$ cat src/rtl/arb_id_pkg.sv
package arb_id_pkg;

  // Strobes from control to datapath, one cycle each
  typedef struct packed {
    logic writeId;     // load ID register and arbitration ID from write data
    logic reloadInit;  // reload arbitration ID from ID register
    logic capture;     // sample winner ID at end of arbitration
    logic applyUpdate; // apply rotation rule this cycle
    logic winnerSelf;  // captured arbitration was won by this agent
  } arbStrobes_t;

endpackage

$ cat src/rtl/arb_id_ctrl.sv
module arb_id_ctrl
  import arb_id_pkg::*;
(
  input  logic        clk,
  input  logic        rstN,
  input  logic        idWrEn,
  input  logic        initDeassert,
  input  logic        arbDone,
  input  logic        arbWon,
  input  logic        lowPrioMsg,
  input  logic        resultValid,
  input  logic        resultOk,
  output arbStrobes_t strobes
);

  logic pendingQ;
  logic wonQ;
  logic lowPrioQ;
  logic loadAny;
  logic commitOk;

  assign loadAny  = idWrEn | initDeassert;
  assign commitOk = resultOk | lowPrioQ;

  always_comb begin
    strobes             = '0;
    strobes.writeId     = idWrEn;
    strobes.reloadInit  = initDeassert & ~idWrEn;
    strobes.capture     = arbDone & ~loadAny;
    strobes.applyUpdate = pendingQ & resultValid & commitOk & ~loadAny;
    strobes.winnerSelf  = wonQ;
  end

  always_ff @(posedge clk) begin
    if (!rstN) begin
      pendingQ <= 1'b0;
      wonQ     <= 1'b0;
      lowPrioQ <= 1'b0;
    end else begin
      if (loadAny) begin
        pendingQ <= 1'b0;
      end else if (arbDone) begin
        pendingQ <= 1'b1;
        wonQ     <= arbWon;
        lowPrioQ <= lowPrioMsg;
      end else if (resultValid) begin
        pendingQ <= 1'b0;
      end
    end
  end

  // a result consumes the pending arbitration
  p_result_consumes_r9: assert property (@(posedge clk) disable iff (!rstN)
    (pendingQ && resultValid && !arbDone && !loadAny) |=> !pendingQ);

  // a load discards any pending arbitration
  p_load_discards_r10: assert property (@(posedge clk) disable iff (!rstN)
    loadAny |=> !pendingQ);

endmodule

$ cat src/rtl/arb_id_datapath.sv
module arb_id_datapath
  import arb_id_pkg::*;
#(
  parameter int ID_W = 4
) (
  input  logic            clk,
  input  logic            rstN,
  input  arbStrobes_t     strobes,
  input  logic [ID_W-1:0] idWrData,
  input  logic [ID_W-1:0] winnerId,
  output logic [ID_W-1:0] arbId
);

  localparam logic [ID_W-1:0] TOP_ID = {ID_W{1'b1}};
  localparam logic [ID_W-1:0] ONE    = {{(ID_W-1){1'b0}}, 1'b1};

  logic [ID_W-1:0] idRegQ;
  logic [ID_W-1:0] arbIdQ;
  logic [ID_W-1:0] winnerQ;
  logic [ID_W-1:0] rotated;

  always_comb begin
    if (strobes.winnerSelf)    rotated = '0;
    else if (arbIdQ == TOP_ID) rotated = winnerQ + ONE;
    else                       rotated = arbIdQ + ONE;
  end

  always_ff @(posedge clk) begin
    if (!rstN) begin
      idRegQ  <= '0;
      arbIdQ  <= '0;
      winnerQ <= '0;
    end else begin
      if (strobes.capture) winnerQ <= winnerId;
      if (strobes.writeId) begin
        idRegQ <= idWrData;
        arbIdQ <= idWrData;
      end else if (strobes.reloadInit) begin
        arbIdQ <= idRegQ;
      end else if (strobes.applyUpdate) begin
        arbIdQ <= rotated;
      end
    end
  end

  assign arbId = arbIdQ;

  // without a strobe the ID holds
  p_hold_r5: assert property (@(posedge clk) disable iff (!rstN)
    !(strobes.writeId || strobes.reloadInit || strobes.applyUpdate) |=> $stable(arbIdQ));

  // a successful win drops to zero
  p_win_zero_r2: assert property (@(posedge clk) disable iff (!rstN)
    (strobes.applyUpdate && strobes.winnerSelf && !strobes.writeId && !strobes.reloadInit)
      |=> arbIdQ == '0);

  // wrap from the top ID takes winner plus one
  p_wrap_r4: assert property (@(posedge clk) disable iff (!rstN)
    (strobes.applyUpdate && !strobes.winnerSelf && arbIdQ == TOP_ID
      && !strobes.writeId && !strobes.reloadInit)
      |=> arbIdQ == ID_W'($past(winnerQ) + ONE));

  // ID register write lands in the arbitration ID
  p_write_r7: assert property (@(posedge clk) disable iff (!rstN)
    strobes.writeId |=> arbIdQ == $past(idWrData));

  // INIT reload restores the register value
  p_init_r8: assert property (@(posedge clk) disable iff (!rstN)
    strobes.reloadInit |=> arbIdQ == $past(idRegQ));

endmodule

$ cat src/rtl/arb_id_tracker.sv
module arb_id_tracker
  import arb_id_pkg::*;
#(
  parameter int ID_W = 4
) (
  input  logic            clk,
  input  logic            rstN,
  input  logic            idWrEn,
  input  logic [ID_W-1:0] idWrData,
  input  logic            initDeassert,
  input  logic            arbDone,
  input  logic [ID_W-1:0] winnerId,
  input  logic            arbWon,
  input  logic            lowPrioMsg,
  input  logic            resultValid,
  input  logic            resultOk,
  output logic [ID_W-1:0] arbId
);

  arbStrobes_t strobes;

  arb_id_ctrl u_ctrl (
    .clk          (clk),
    .rstN         (rstN),
    .idWrEn       (idWrEn),
    .initDeassert (initDeassert),
    .arbDone      (arbDone),
    .arbWon       (arbWon),
    .lowPrioMsg   (lowPrioMsg),
    .resultValid  (resultValid),
    .resultOk     (resultOk),
    .strobes      (strobes)
  );

  arb_id_datapath #(.ID_W(ID_W)) u_dp (
    .clk      (clk),
    .rstN     (rstN),
    .strobes  (strobes),
    .idWrData (idWrData),
    .winnerId (winnerId),
    .arbId    (arbId)
  );

  // ID is zero right after reset
  p_reset_r1: assert property (@(posedge clk)
    !rstN |=> arbId == '0);

endmodule

$ cat config.mk
export PLATFORM = sky130hd
export DESIGN_NAME = arb_id_tracker
export DESIGN_NICKNAME = d
export VERILOG_FILES = /design/src/rtl/arb_id_pkg.sv /design/src/rtl/arb_id_ctrl.sv /design/src/rtl/arb_id_datapath.sv /design/src/rtl/arb_id_tracker.sv
export SDC_FILE = /design/constraint.sdc
export NUM_CORES = 1
export LEC_CHECK = 0
export BUFFER_PORTS_ARGS = -buffer_cell sky130_fd_sc_hd__buf_4
export CORE_UTILIZATION = 53
export CTS_CLUSTER_DIAMETER = 200
export DETAILED_ROUTE_END_ITERATION = 16
export MAX_ROUTING_LAYER = met4
export PLACE_DENSITY = 0.79
export SYNTH_ARGS = -nofsm -noshare
export SYNTH_HDL_FRONTEND = slang
export SYNTH_SLANG_ARGS = --single-unit
$ cat constraint.sdc
create_clock -name clk -period 3.3 [get_ports clk]
set_clock_uncertainty 0.05 [all_clocks]
set_input_delay 0.33 -clock clk [delete_from_list [all_inputs] [get_ports clk]]
set_output_delay 0.33 -clock clk [all_outputs]
set_load 0.01 [all_outputs]
* Word-level counts from Yosys, hierarchy flattened *
Cells that the tools add are included.

word-level totals
  bits in registers = 15
  output and inout bits = 4

cells by class
  add/subtract/negate cells = 2
  equality and inequality tests = 1
  mux-type cells = 7
  bitwise gates (word level) = 10
  reductions and logical operators = 4

operators by type and width
  kind                 number
  $mux 4               5
  $add 4x1->4 const B  2
  $and 1x1->1          5
  $eq 4x4->1 const B   1
  $not 1->1            3
  $reduce_bool 3->1    1
  $mux 1               2
  $or 1x1->1           2
  $reduce_and 2->1     1
  $reduce_bool 2->1    1
  $reduce_or 2->1      1

* Depth between registers and ports, before layout *
  depth in word-level cells = 6
  mapped depth = 8

* By module *
A second synthesis with hierarchy kept.

unflattened totals
  cells, all modules = 86
  area, all modules = 800.8 sq um

modules (own cells, without submodules)
  module           times used  cells an instance  area an instance (sq um)  sequential area each (sq um)
  arb_id_datapath  1           69                 634.4                     240.2
  arb_id_ctrl      1           17                 166.4                     60.1

* Least setup slack after synthesis *
Ideal clock, no wire load.

  kind = reg-to-reg
  start = register u_dp.arbIdQ[2] (netlist: u_dp.arbId[2])
  end = register u_dp.arbIdQ[1] (netlist: u_dp.arbId[1])
  setup time = 76 ps
  arrival = 1,780 ps
  required time = 3,174 ps
  setup slack = 1,394 ps
  stages on the path, launching flop included = 9
  cells stage by stage = dfxtp_1 nand2_1 o21ai_0 inv_1 ha_1 or3b_2 a21oi_1 a21oi_1 o22ai_1

on the way
  cells in the longest elaborated chain, start to end = 6

ends and longest elaborated chain
  what                    line                   RTL
  start, declared         arb_id_datapath.sv:18  logic [ID_W-1:0] arbIdQ;
  start signal, assigned  arb_id_datapath.sv:37  arbIdQ <= idWrData;
  start signal, assigned  arb_id_datapath.sv:39  arbIdQ <= idRegQ;
  start signal, assigned  arb_id_datapath.sv:41  arbIdQ <= rotated;
  $eq 4x4->1              arb_id_datapath.sv:24  else if (arbIdQ == TOP_ID) rotated = winnerQ + ONE;
  $mux 4                  arb_id_datapath.sv:24
  $mux 4                  arb_id_datapath.sv:23  if (strobes.winnerSelf) rotated = '0;
  $mux 4                  arb_id_datapath.sv:40  end else if (strobes.applyUpdate) begin
  $mux 4                  arb_id_datapath.sv:38  end else if (strobes.reloadInit) begin
  $mux 4                  arb_id_datapath.sv:35  if (strobes.writeId) begin

No other way between the ends. The select of a mux whose other input is x is not followed.
A chain may end at the register's enable or synchronous reset.

* Worst setup path in the final report *
  start = register u_dp.arbIdQ[1] (netlist: u_dp.arbId[1])
  end = register u_dp.arbIdQ[1] (netlist: u_dp.arbId[1])

on the way
  cells in the longest elaborated chain, start to end = 6

ends and longest elaborated chain
  what                                       line
  $add 4x1->4 or $eq 4x4->1 (tied branches)  arb_id_datapath.sv:25, arb_id_datapath.sv:24
  $mux 4 (*)                                 arb_id_datapath.sv:24
  $mux 4 (*)                                 arb_id_datapath.sv:23
  $mux 4 (*)                                 arb_id_datapath.sv:40
  $mux 4 (*)                                 arb_id_datapath.sv:38
  $mux 4 (*)                                 arb_id_datapath.sv:35

Mark *: on every way between the ends. The rest lies on a longest branch, timed or not. The select of a mux whose other input is x is not followed.

==> metrics.txt <==
GRT Total Usage=0.256; #FFs+latches synth=15; Initial Util=0.573; layout cells sized above 1=0.234; port buffer count=20; NumNets Final=126; Slew @ Worst Pin=a little over 0.3 ns; DR WL/cell=between 10 and 15 um; sequential-to-total area share from yosys stat=0.398; Synth top area share=0.398; leakage=0.380 nW; hpwl dp=1210 um; initial antenna violation count=0; largest net degree at the start of global routing=17; Post-Synthesis Cells=86; Area growth, synth to finish=24.2%; die area=around 1600 sq um; FP Rows=13; number of H-tree levels=1; # IOs=21; Inserted Clock Buffers=3; fillers=120; Crit. End Element=flop; cell area after synthesis=754 sq um; synth cell count leaders=dfxtp_1, nor2b_1, mux2i_1; slew margin rel.=0.791; CP max stage delay=0.48 ns; CP required=about 3.5 ns; slowest cell on the critical path=dfxtp_1; first-pass GRT wire length=2590 um; GRT overflow=0; Worst EP arrival=2.31 ns; main flop type after synthesis=dfxtp_1; fin crit share=0.649; Placer Congestion=0.772; Antenna diodes=0; Worst Setup Slack, final=1.16 ns; Final ANT Viol Nets=0; cell taking the most area after synthesis=dfxtp_1; kind of critical path=reg2reg; final core area utilization=0.711; Final Hold Fails=0; crit-path cells=nand2b_1 > o21ai_0 > inv_1 > ha_1 > or3b_2 > a21oi_1 > a21oi_1 > o22ai_1; crit start category=flop; Post-CTS Hold Buffers=0; CTS clk-pin slew, worst paths=0.09 ns; drt first pass iters=4; DR vias/cell=5.71; RSZ-0062 raised after global routing=false; critical path peak fanout=8; Netlist cell types=26; most common cell in the synthesized netlist=dfxtp_1; die height=39.7 um; Setup TNS Final=0 ns; Resize count post-CTS=0; total clock sinks=15; pre-CTS setup slack=1.20 ns; Root Driver=clkbuf_4; clk buf depth=2; # DRC=0; yosys warns=0; via count=697; FMAX=467 MHz; top post-synthesis cells by area=dfxtp_1, mux2i_1, nor2b_1; WL final=1620 um; Peak VDD IR=330 uV; crit path time final=2.14 ns; final setup vio count=0; Most common cell on crit path=a21oi_1; DRT iter0 DRCs=9; clock latency on the worst-skew pair=approximately 0.28 ns; outcome=completed; postcts setup bufs=0; CP top delay family=compound AO/OA/AOI/OAI gates; asr flop ratio synth=0; vias in the first global route=586; Tightest Hold Check Type=in2reg; Net Count, Synth=between 100 and 150; CTS tree=built; Die Wd=39.7 um; Pwr Density=394 nW/um^2; EDFF count, synth=0; Final Max Slew Viols=0; core area=1320 sq um; Avg Cell Area, Syn=8.77 sq um; Max Cap Viol=0; Buf/Inv on CP=1
tightest hold or removal path: stages:
cell and delay, ns:
buf_4 0.09, a21oi_1 0.03, nor2_1 0.09
placed cells by master (no fill, tap or decap):
cell / count
a21oi_1: 7
a222oi_1: 1
a22oi_1: 2
a31oi_1: 5
and2_1: 1
buf_4: 20
clkbuf_4: 3
clkinv_2: 1
dfxtp_1: 15
ha_1: 1
inv_1: 4
mux2i_1: 9
nand2_1: 6
nand2b_1: 1
nand4_1: 1
nand4b_1: 1
nor2_1: 2
nor2b_1: 14
nor3_1: 1
nor4_1: 2
o211ai_1: 1
o21ai_0: 4
o22ai_1: 1
o31a_1: 1
o31ai_1: 1
or3b_2: 1
or4b_1: 1
state kept, by name, summed over array words and instances, names as in the netlist:
name and cells:
u_ctrl.lowPrioQ 1, u_ctrl.pendingQ 1, u_ctrl.wonQ 1, u_dp.arbId 4, u_dp.idRegQ 4, u_dp.winnerQ 4
logic make-up (layout without fill, tap and decap cells):
family          Yosys count  count (layout)  share of synthesized area
compound gates           23              23                      0.187
fa+ha+maj                 1               1                     0.0166
buf+inv                   7              28                     0.0381
flops                    15              15                      0.398
mux                       9               9                      0.119
simple gates             31              31                      0.240
stage by stage:
step | std cells | hold slack, ns | power, W | instance area (sq um)
finish | 122 | 0.237 | 0.000370 | 937
global route | 122 | 0.247 | 0.000390 | 937
global placement | 118 | 0.433 | 0.000267 | 910
floorplan | 86 | 0.408 | 0.000238 | 754
CTS | 122 | 0.240 | 0.000373 | 937
detailed placement | 118 | 0.455 | 0.000269 | 910
worst paths after layout:
check                                     from              end  slack, ns  cells past startpoint
worst max-delay path             u_dp.arbId[1]    u_dp.arbId[1]       1.16                      8
worst min-delay path                   arbDone  u_ctrl.pendingQ       0.24                      3
worst max register to register   u_dp.arbId[1]    u_dp.arbId[1]       1.16                      8
worst min register to register  u_dp.idRegQ[3]   u_dp.idRegQ[3]       0.47                      2
area by class of cell:
type | instances | area (sq um) | area share
inverter | 4 | 15.0 | 0.0160
clock buffer | 3 | 22.5 | 0.0240
tap | 15 | 18.8 | 0.0200
clock inverter | 1 | 5.00 | 0.00534
multi-input combinational | 64 | 425 | 0.454
sequential | 15 | 300 | 0.320
timing repair buffer | 20 | 150 | 0.160
where the power goes:
| part | switching, W | leakage [nW] | total, W | internal, W |
|---|---|---|---|---|
| Clock | 0.0000590 | 0.0177 | 0.000104 | 0.0000450 |
| Sequential | 0.0000103 | 0.123 | 0.000201 | 0.000191 |
| Combinational | 0.0000292 | 0.240 | 0.0000646 | 0.0000354 |
layer usage:
layer  up-vias  GRT usage  part of all wire
met2        15      0.369              0.45
met5         -          -                 0
met1       319      0.323              0.50
li1        359          -                 -
met4         0      0.129             0.020
met3         4     0.0739             0.030
No activity file was read; power rests on OpenSTA's default activity.
